--- config.mk ---
export PLATFORM = sky130hd
export DESIGN_NAME = pb_gesture_decoder
export DESIGN_NICKNAME = d
export VERILOG_FILES = /design/src/rtl/pb_gesture_pkg.sv /design/src/rtl/pbg_level_timer.sv /design/src/rtl/pbg_burst.sv /design/src/rtl/pbg_softpower.sv /design/src/rtl/pb_gesture_decoder.sv
export SDC_FILE = /design/constraint.sdc
export NUM_CORES = 1
export LEC_CHECK = 0
export ABC_AREA = 1
export BUFFER_PORTS_ARGS = -buffer_cell sky130_fd_sc_hd__buf_2
export CAP_MARGIN = 30
export CORE_MARGIN = 2
export CORE_UTILIZATION = 50
export CTS_CLUSTER_SIZE = 24
export DETAILED_ROUTE_END_ITERATION = 16
export PLACE_DENSITY = 0.71
export SLEW_MARGIN = 20
export SYNTH_ARGS = -nofsm -noshare
export SYNTH_HDL_FRONTEND = slang
export SYNTH_HIERARCHICAL = 1
export SYNTH_SLANG_ARGS = --single-unit
--- constraint.sdc ---
create_clock -name clk -period 3.2 [get_ports clk]
set_input_delay 0.16 -clock clk [delete_from_list [all_inputs] [get_ports clk]]
set_output_delay 0.16 -clock clk [all_outputs]
set_load 0.1 [all_outputs]
--- src/rtl/pb_gesture_pkg.sv ---
// Shared types for the pushbutton gesture decoder.
// Assumes burst counts saturate well above ten.
package pb_gesture_pkg;

    typedef enum logic [2:0] {
        BURST_NONE,
        BURST_ONE,
        BURST_THREE,
        BURST_FIVE,
        BURST_TEN
    } burst_kind_e;

    // Maps a finished burst's press count to its gesture kind.
    function automatic burst_kind_e classify_burst(input int unsigned n);
        case (n)
            1:       return BURST_ONE;
            3:       return BURST_THREE;
            5:       return BURST_FIVE;
            10:      return BURST_TEN;
            default: return BURST_NONE;
        endcase
    endfunction

endpackage

--- src/rtl/pbg_level_timer.sv ---
// Registers the button level and counts ticks spent at the current level.
// The count restarts at every level change and saturates at its maximum.
module pbg_level_timer #(
    parameter int DUR_W = 14
) (
    input  logic             clk,
    input  logic             rst_n,
    input  logic             tick,
    input  logic             btn,
    output logic             lvl,
    output logic [DUR_W-1:0] dur
);
    localparam logic [DUR_W-1:0] DUR_MAX = {DUR_W{1'b1}};

    // Track level and its duration in ticks.
    always_ff @(posedge clk) begin
        if (!rst_n) begin
            lvl <= 1'b0;
            dur <= '0;
        end else begin
            lvl <= btn;
            if (btn != lvl)
                dur <= '0;
            else if (tick && dur != DUR_MAX)
                dur <= dur + 1'b1;
        end
    end

    assert_restart_on_edge_R6: assert property (@(posedge clk) disable iff (!rst_n)
        (btn != lvl) |=> (dur == '0 && lvl == $past(btn)));

endmodule

--- src/rtl/pbg_burst.sv ---
// Counts short presses into bursts, classifies a burst once the release gap
// expires, and flags long holds. Expects lvl/dur from pbg_level_timer and a
// swallow flag that marks a press consumed by a power transition.
module pbg_burst
    import pb_gesture_pkg::*;
#(
    parameter int DUR_W   = 14,
    parameter int HOLD_MS = 700,
    parameter int GAP_MS  = 700,
    parameter int CNT_MAX = 15
) (
    input  logic             clk,
    input  logic             rst_n,
    input  logic             lvl,
    input  logic [DUR_W-1:0] dur,
    input  logic             powered,
    input  logic             swallow,
    input  logic             en_hard,
    input  logic             en_key,
    input  logic             en_alt,
    input  logic             en_hold,
    input  logic             ten_off,
    output logic             hard_p,
    output logic             pbirq_p,
    output logic             key_p,
    output logic             alt_p,
    output logic             boot_sel,
    output logic             factory_p,
    output logic             hold_p
);
    localparam int               CW       = $clog2(CNT_MAX + 1);
    localparam logic [DUR_W-1:0] HOLD_LIM = DUR_W'(HOLD_MS);
    localparam logic [DUR_W-1:0] GAP_LIM  = DUR_W'(GAP_MS);
    localparam logic [CW-1:0]    CNT_TOP  = CW'(CNT_MAX);

    logic          lvl_d;
    logic          is_long;
    logic [CW-1:0] cnt;
    logic          release_now, long_now, hold_hit, settle;
    burst_kind_e   kind;

    // Derive release, long-press, hold and burst-settle conditions.
    always_comb begin
        release_now = lvl_d && !lvl;
        long_now    = lvl && (dur > HOLD_LIM || swallow);
        hold_hit    = lvl && powered && !swallow && !is_long && dur > HOLD_LIM;
        settle      = !lvl && powered && cnt != '0 && dur >= GAP_LIM;
        kind        = classify_burst(int'(cnt));
    end

    // Mark the current press long once it passes the hold limit.
    always_ff @(posedge clk) begin
        if (!rst_n) begin
            lvl_d   <= 1'b0;
            is_long <= 1'b0;
        end else begin
            lvl_d <= lvl;
            if (long_now)
                is_long <= 1'b1;
            else if (lvl && !lvl_d)
                is_long <= 1'b0;
        end
    end

    // Count short presses of the current burst.
    always_ff @(posedge clk) begin
        if (!rst_n || !powered)
            cnt <= '0;
        else if (settle)
            cnt <= '0;
        else if (release_now && is_long)
            cnt <= '0;
        else if (release_now && cnt != CNT_TOP)
            cnt <= cnt + 1'b1;
    end

    // Issue one action pulse per settled burst and per hold.
    always_ff @(posedge clk) begin
        if (!rst_n) begin
            hard_p    <= 1'b0;
            pbirq_p   <= 1'b0;
            key_p     <= 1'b0;
            alt_p     <= 1'b0;
            factory_p <= 1'b0;
            hold_p    <= 1'b0;
            boot_sel  <= 1'b0;
        end else begin
            hard_p    <= settle && kind == BURST_ONE && en_hard;
            pbirq_p   <= settle && kind == BURST_ONE && !en_hard;
            key_p     <= settle && kind == BURST_THREE && en_key;
            alt_p     <= settle && kind == BURST_FIVE && en_alt;
            factory_p <= settle && kind == BURST_TEN && !ten_off;
            hold_p    <= hold_hit && en_hold;
            if (settle && kind == BURST_FIVE && en_alt)
                boot_sel <= !boot_sel;
        end
    end

    assert_one_verdict_R6: assert property (@(posedge clk) disable iff (!rst_n)
        $onehot0({hard_p, pbirq_p, key_p, alt_p, factory_p}));
    assert_boot_moves_with_pulse_R4: assert property (@(posedge clk) disable iff (!rst_n)
        (boot_sel != $past(boot_sel)) |-> alt_p);
    assert_quiet_when_down_R9: assert property (@(posedge clk) disable iff (!rst_n)
        !powered |-> !(hard_p || pbirq_p || key_p || alt_p || factory_p || hold_p));
    assert_hold_while_held_R7: assert property (@(posedge clk) disable iff (!rst_n)
        hold_p |-> $past(lvl));

endmodule

--- src/rtl/pbg_softpower.sv ---
// Soft power state: a long press while on powers down, a press of the wake
// time while off powers up. The press causing a transition is marked consumed
// until release so it cannot trigger a second transition.
module pbg_softpower #(
    parameter int DUR_W      = 14,
    parameter int MS_PER_SEC = 1000
) (
    input  logic             clk,
    input  logic             rst_n,
    input  logic             lvl,
    input  logic [DUR_W-1:0] dur,
    input  logic             en_soft,
    input  logic             wake_protect,
    input  logic             vin_low,
    input  logic [3:0]       on_sec,
    input  logic [3:0]       off_sec,
    output logic             powered,
    output logic             consumed,
    output logic             off_p,
    output logic             on_p
);
    localparam logic [DUR_W-1:0] SEC_STEP = DUR_W'(MS_PER_SEC);

    logic [DUR_W-1:0] on_ms, off_ms;
    logic             off_hit, on_hit;

    // Scale programmed seconds to ticks and test the thresholds.
    always_comb begin
        on_ms   = DUR_W'(on_sec) * SEC_STEP;
        off_ms  = DUR_W'(off_sec) * SEC_STEP;
        off_hit = powered && en_soft && lvl && !consumed && dur > off_ms;
        on_hit  = !powered && lvl && !consumed && dur >= on_ms
                  && !(wake_protect && vin_low);
    end

    // Update power state and issue transition pulses.
    always_ff @(posedge clk) begin
        if (!rst_n) begin
            powered  <= 1'b1;
            consumed <= 1'b0;
            off_p    <= 1'b0;
            on_p     <= 1'b0;
        end else begin
            off_p <= off_hit;
            on_p  <= on_hit;
            if (off_hit || on_hit) begin
                powered  <= on_hit;
                consumed <= 1'b1;
            end else if (!lvl) begin
                consumed <= 1'b0;
            end
        end
    end

    assert_off_drops_power_R8: assert property (@(posedge clk) disable iff (!rst_n)
        off_p |-> !powered);
    assert_on_raises_power_R9: assert property (@(posedge clk) disable iff (!rst_n)
        on_p |-> powered);
    assert_wake_guard_R10: assert property (@(posedge clk) disable iff (!rst_n)
        (wake_protect && vin_low && !powered) |=> !powered);

endmodule

--- src/rtl/pb_gesture_decoder.sv ---
// Top of the pushbutton gesture decoder. Assumes btn_i is synchronized and
// debounced and ms_tick_i is a one-cycle pulse. All outputs are registered.
module pb_gesture_decoder #(
    parameter int HOLD_MS    = 700,
    parameter int GAP_MS     = 700,
    parameter int MS_PER_SEC = 1000,
    parameter int CNT_MAX    = 15
) (
    input  logic       clk,
    input  logic       rst_n,
    input  logic       ms_tick_i,
    input  logic       btn_i,
    input  logic       en_hard_reset_i,
    input  logic       en_key_clear_i,
    input  logic       en_soft_power_i,
    input  logic       en_alt_boot_i,
    input  logic       en_hold_i,
    input  logic       ten_press_off_i,
    input  logic       wake_protect_i,
    input  logic       vin_low_i,
    input  logic [7:0] press_time_i,
    output logic       hard_reset_o,
    output logic       pb_irq_o,
    output logic       key_erase_o,
    output logic       alt_boot_reset_o,
    output logic       boot_sel_o,
    output logic       factory_load_o,
    output logic       hold_irq_o,
    output logic       power_off_o,
    output logic       power_on_o,
    output logic       powered_o
);
    localparam int LIM   = 15 * MS_PER_SEC + 2;
    localparam int MAXL  = (LIM > HOLD_MS + 2) ? ((LIM > GAP_MS + 2) ? LIM : GAP_MS + 2)
                                                : ((HOLD_MS > GAP_MS) ? HOLD_MS + 2 : GAP_MS + 2);
    localparam int DUR_W = $clog2(MAXL);

    logic             lvl;
    logic [DUR_W-1:0] dur;
    logic             consumed;

    pbg_level_timer #(.DUR_W(DUR_W)) u_timer (
        .clk(clk), .rst_n(rst_n), .tick(ms_tick_i), .btn(btn_i),
        .lvl(lvl), .dur(dur)
    );

    pbg_softpower #(.DUR_W(DUR_W), .MS_PER_SEC(MS_PER_SEC)) u_power (
        .clk(clk), .rst_n(rst_n), .lvl(lvl), .dur(dur),
        .en_soft(en_soft_power_i), .wake_protect(wake_protect_i), .vin_low(vin_low_i),
        .on_sec(press_time_i[3:0]), .off_sec(press_time_i[7:4]),
        .powered(powered_o), .consumed(consumed),
        .off_p(power_off_o), .on_p(power_on_o)
    );

    pbg_burst #(.DUR_W(DUR_W), .HOLD_MS(HOLD_MS), .GAP_MS(GAP_MS), .CNT_MAX(CNT_MAX)) u_burst (
        .clk(clk), .rst_n(rst_n), .lvl(lvl), .dur(dur),
        .powered(powered_o), .swallow(consumed),
        .en_hard(en_hard_reset_i), .en_key(en_key_clear_i), .en_alt(en_alt_boot_i),
        .en_hold(en_hold_i), .ten_off(ten_press_off_i),
        .hard_p(hard_reset_o), .pbirq_p(pb_irq_o), .key_p(key_erase_o),
        .alt_p(alt_boot_reset_o), .boot_sel(boot_sel_o),
        .factory_p(factory_load_o), .hold_p(hold_irq_o)
    );

    assert_reset_quiet_R1: assert property (@(posedge clk)
        $past(!rst_n) |-> (powered_o && !boot_sel_o && !hard_reset_o && !power_off_o));

endmodule

# Word-level counts from Yosys, hierarchy flattened
# Cells that the tools add are included.
dict set report op_classes {
  add_sub_neg 2
  n_mul 2
  order_cmp 4
  n_eq_ne 12
  muxes 5
  bitwise_logic 1
  reduce_logical 49
}
# cell count
set ops {}
lappend ops {{logical AND 1 bit} 32}
lappend ops {{multiplier 4 x 7 -> 11 bit, second input constant} 2}
lappend ops {{adder 14 x 1 -> 14 bit, second input constant} 1}
lappend ops {{greater-or-equal comparator 14 x 10 -> 1 bit, second input constant} 1}
lappend ops {{greater-or-equal comparator 14 bit} 1}
lappend ops {{> comparator 14 x 10 -> 1 bit, second input constant} 1}
lappend ops {{> comparator 14 bit} 1}
lappend ops {{inequality test 14 bit, second input constant} 1}
lappend ops {{one-hot mux 3 bit (4 select lines)} 1}
lappend ops {{logical NOT 1 bit} 10}
lappend ops {{== test 3 x 2 -> 1 bit, second input constant} 2}
lappend ops {{adder 4 x 1 -> 4 bit, second input constant} 1}
lappend ops {{== test 4 x 1 -> 1 bit, second input constant} 1}
lappend ops {{== test 4 x 2 -> 1 bit, second input constant} 1}
lappend ops {{== test 4 x 3 -> 1 bit, second input constant} 1}
lappend ops {{== test 4 bit, second input constant} 1}
lappend ops {{2-to-1 mux 1 bit} 4}
lappend ops {{inequality test 4 bit, second input constant} 1}
lappend ops {{nonzero test 4 bit} 1}
lappend ops {{== test 3 x 1 -> 1 bit, second input constant} 1}
lappend ops {{== test 3 bit, second input constant} 1}
lappend ops {{logical OR 1 bit} 3}
lappend ops {{OR reduction 3 bit} 1}
lappend ops {{inequality test 2 x 1 -> 1 bit, second input constant} 1}
lappend ops {{other kinds (4)} 4}
dict set report word_totals {
  register_bits 32
  input_bits 20
  output_inout_bits 10
  elab_cells 91
}

# Depth between registers and ports, before layout
dict set report depth {
  ltp_word 7
  depth_mapped 23
  ltp_nobuf 23
}

# Cells and area by module
# Netlist, hierarchy kept.
# module instances cells_each area_per_inst_um2 seq_area_each_um2
set modules_own_cells {}
lappend modules_own_cells {pbg_softpower 1 247 1808.0 80.1}
lappend modules_own_cells {pbg_level_timer 1 136 857.1 300.3}
lappend modules_own_cells {pbg_burst 1 103 720.7 260.2}

# Worst setup path after synthesis
# No wires, ideal clock.
dict set report synth_path {
  kind {input to register}
  from {input port press_time_i[1]}
  to {register u_power.consumed}
  setup_ps 59
  arrival_time_ps 3152
  required_ps 3141
  setup_slack_ps -11
  path_stages 20
  path_buffers 0
  path_cell_list {fa_1 > inv_1 > fa_1 > inv_1 > ha_1 > a21o_1 > nand2_2 > nand3_2 > a21o_1 > nand2_1 > nand2_1 > ha_1 > nand2_1 > nor2_1 > nand3_1 > nor2_1 > nor2_1 > nand2_1 > nand3_1 > nand2_1}
}
dict set report synth_via {
  elab_chain_cells 6
  word_cells_on_any_way 7
  classes_between {mul: 1; order compare: 1; eq/ne: 1; mux: 1; reduce/logical: 3}
}
# item line
set synth_rtl {}
lappend synth_rtl {{start: declaration} pb_gesture_decoder.sv:21} ;# input logic [7:0] press_time_i,
lappend synth_rtl {{multiplier 4 x 7 -> 11 bit (*)} pbg_softpower.sv:29} ;# on_ms = DUR_W'(on_sec) * SEC_STEP;
lappend synth_rtl {{greater-or-equal comparator 14 bit (*)} pbg_softpower.sv:32} ;# on_hit = !powered && lvl && !consumed && dur >= on_ms
lappend synth_rtl {{logical AND 1 bit (*)} pbg_softpower.sv:32}
lappend synth_rtl {{logical AND 1 bit (*)} pbg_softpower.sv:33} ;# && !(wake_protect && vin_low);
lappend synth_rtl {{logical OR 1 bit (*)} pbg_softpower.sv:46} ;# if (off_hit || on_hit) begin
lappend synth_rtl {{inequality test 2 x 1 -> 1 bit (no line) / 2-to-1 mux 1 bit (equally long branches)} n/a}
lappend synth_rtl {{end signal: assignment} pbg_softpower.sv:40} ;# consumed <= 1'b0;
lappend synth_rtl {{end signal: assignment} pbg_softpower.sv:48} ;# consumed <= 1'b1;
lappend synth_rtl {{end signal: assignment} pbg_softpower.sv:50} ;# consumed <= 1'b0;
lappend synth_rtl {{end: declaration} pbg_softpower.sv:18} ;# output logic consumed,
# Every way passes the cells marked *; elsewhere a longest branch is shown, timed or not.
# A chain may end at the register's enable or synchronous reset.

# Worst setup path in the final report
dict set report layout_path {
  from {input port press_time_i[7]}
  to {register u_power.consumed}
}
dict set report layout_via {
  elab_chain_cells 5
  word_cells_on_any_way 6
  classes_between {mul: 1; order compare: 1; eq/ne: 1; mux: 1; reduce/logical: 2}
}
# item line
set layout_rtl {}
lappend layout_rtl {{multiplier 4 x 7 -> 11 bit (*)} pbg_softpower.sv:30} ;# off_ms = DUR_W'(off_sec) * SEC_STEP;
lappend layout_rtl {{> comparator 14 bit (*)} pbg_softpower.sv:31} ;# off_hit = powered && en_soft && lvl && !consumed && dur > off_ms;
lappend layout_rtl {{logical AND 1 bit (*)} pbg_softpower.sv:31}
lappend layout_rtl {{logical OR 1 bit (*)} pbg_softpower.sv:46}
lappend layout_rtl {{inequality test 2 x 1 -> 1 bit (no line) / 2-to-1 mux 1 bit (equally long branches)} n/a}
# Marks and branches as above.

==> reports/metrics.yaml <==
outcome:
  outcome: "finished, final reports clean"
setup_path:
  critPathLaunchType: "primary input"
  r2r_setup_slack_ps: 1590
  worstPathRequired_ps: 3390
  worstPathArrival_ps: 3270
  worstReg2RegStart: "u_timer/dur[0]"
  max_stage_delay_ps: 580
  critPathBufInv: 4
  cpMaxStageDelayCell: "fa_1"
  crit_top_cell: "nand2_1"
  crit_start: "press_time_i[7]"
  path_max_fanout: 3
  crit_family: "adder cells"
  path_class: "in -> reg"
  path_cells: "buf_2 > fa_1 > inv_2 > fa_1 > ha_4 > a21oi_4 > nand2_2 > nand2_2 > nand2_1 > nand2_1 > nand2_1 > xor2_1 > ha_1 > nand2_1 > inv_2 > nand2_4 > inv_1 > nand2_1 > nand3_2 > nand2_2 > nand2_2 > nand2_2 > nand2_1"
  critPathCaptureType: "flip-flop"
cells_and_area:
  fin_util_pct: 63.43
  diodes: 0
  area_growth_pct: 20.99
  multiInputGateArea_um2: 2551
  final_common_cell: "nand2_1"
  fin_nets: 638
  num-fill-cells: 576
  final_cells: 627
  register_area_um2: 640.6
  final_cell_mix: "nand2_1 (113), inv_1 (78), nor2_1 (59), ha_1 (49), dfxtp_1 (32)"
  layout-drive-gt1-share_pct: 21.45
placed_design:
  port_buffers: 29
  place_congestion: 0.8569
  place_inst: 613
  hpwl_um: 5674
clock_tree:
  htreeDepth: 2
  cts_buffer_depth: 2
  cts_made_buffers: 5
  cts_root_buf: "clkbuf_8"
  clk_pin_slew_ps: 70
  clkSinkCount: 32
  cts_tree: "built"
  clock_latency_ps: 290
synthesis:
  ys_seq_area_share_pct: 18.92
  synth_area_um2: 3386
  synth.distinct_cells: 33
  syn_avg_cell_area_um2: 6.967
  ys_ff_latch: 32
  yosysWarnings: 6
  syn_inst: 486
  synth_top_area_share_pct: 20.33
  synth_area_leader_cell: "ha_1"
  synthTopCellsByArea: "ha_1 (20%), dfxtp_1 (19%), nand2_1 (14%), inv_1 (9.2%), fa_1 (8.3%)"
  syn_nets: 575
timing:
  min_period_over_period_pct: 96.28
  final.min_clock_period_ps: 3081
  setup_violations: 0
  worst_hold_slack_ps: 30.81
  hold_viol: 0
  drv_slew: 0
  slew_headroom_pct: 67.69
  fmax_ghz: 0.3246
  fin_skew_ps: 3.645
  tightest_slew_ps: 488.0
routing:
  ant_nets: 0
  wl_met1_um: 3564
  first_pass_iters: 5
  drcViolationCount: 0
  wl_met3_um: 314
  vias_per_cell: 5.049
  top_layer: "met4"
  met2WireLength_um: 3629
  wl_per_cell_um: 12.14
  vias: 3166
  drt_iter0_drc: 139
  wl_um: 7611
floorplanning:
  die-area_um2: 7446
  core-area_um2: 6459
  io_pins: 30
  initial_core_util_pct: 52.42
  die_y_um: 86.29
  die_w_um: 86.29
  rows: 29
hold_path:
  min_from: "ten_press_off_i"
  min_path_type: "in -> reg"
global_routing:
  grt_pass1_vias: 2944
  grt_usage_pct: 20.74
  antenna_found_initial: 0
  grt_pass1_wl_um: 12550
  grt_overflow: 0
  grt_max_degree: 22
job:
  cap_viol_max_count: 0
pwr:
  power_density_nw_per_um2: 357.5
  ir_worst_vdd_mv: 0.1900
  leakage_uw: 0.002113
  p_total_uw: 1465
metrics by stage:
stage,worst slack (ps),TNS (ps),cell area (um2)
6_report,119.2,0,4096
5_1_grt,-51.28,-127.9,4096
4_1_cts,29.00,0,3897
3_5_place_dp,-260.2,-799.8,3786
3_3_place_gp,-150.2,-427.7,3786
2_1_floorplan,14.40,0,3388
cells in the mapped netlist (all sizes together):
library cell  instances
nand2               126
inv                  84
nor2                 66
ha                   55
dfxtp                32
a21oi                31
nand3                30
fa                   14
nand4                 9
xor2                  9
o21ai                 6
a21o                  3
buf                   3
nand3b                3
nor3                  3
a31oi                 2
o21bai                2
xnor2                 2
a211oi                1
and2                  1
clkbuf                1
nor4                  1
o211ai                1
or2                   1
kinds of logic after synthesis:
family | after synthesis | synth area share, %
and+or+nand+nor | 240 | 31.89
buffers and inverters | 88 | 10.24
adders and majority gates | 69 | 28.60
AOI/OAI and AO/OA | 46 | 7.501
DFF | 32 | 18.92
xor gates and xnor gates | 11 | 2.846
report_power, final:
group          switching, uW  total (uW)  internal (uW)  leakage (uW)
clock network            164         394            230     0.0000541
logic                    351         663            313       0.00180
registers               5.87         407            401      0.000259
total                    520        1460            944       0.00211
area by class of cell:
| cell class | instances | area share [%] |
|---|---|---|
| Multi-Input combinational cell | 366 | 62.28 |
| Sequential cell | 32 | 15.64 |
| Timing Repair Buffer | 60 | 9.316 |
| Inverter | 84 | 7.697 |
| Tap cell | 77 | 2.352 |
| Clock buffer | 5 | 1.680 |
| Clock inverter | 3 | 1.038 |
metal layers:
metal  vias up  global-route usage, %
li1       1655                      -
met1      1429                  25.96
met2        66                  36.50
met3        16                  4.095
met4         0                  5.398
met5         -                      0
repair_timing:
action	in CTS	in global routing
setup endpoints to repair	0	4
resized for setup	0	33
buffers inserted	0	6
hold buffers	0	0
flip-flops by register name (all words and copies together), names as in the netlist:
register and count:
u_power/powered 1, u_power/on_p 1, u_burst/hard_p 1, u_burst/hold_p 1, u_timer/lvl 1, u_burst/boot_sel 1
u_power/off_p 1, u_burst/pbirq_p 1, u_burst/factory_p 1, u_burst/lvl_d 1, u_burst/cnt 4, u_timer/dur 14
u_power/consumed 1, u_burst/is_long 1, u_burst/key_p 1, u_burst/alt_p 1
path summary, 6_finish.rpt:
path | depth (start not counted) | to
max reg2reg | 6 | u_timer/dur[8]
min | 2 | u_burst/factory_p
min reg2reg | 2 | u_burst/is_long
max | 23 | u_power/consumed
Note: power is estimated with default switching activity, not from simulation.
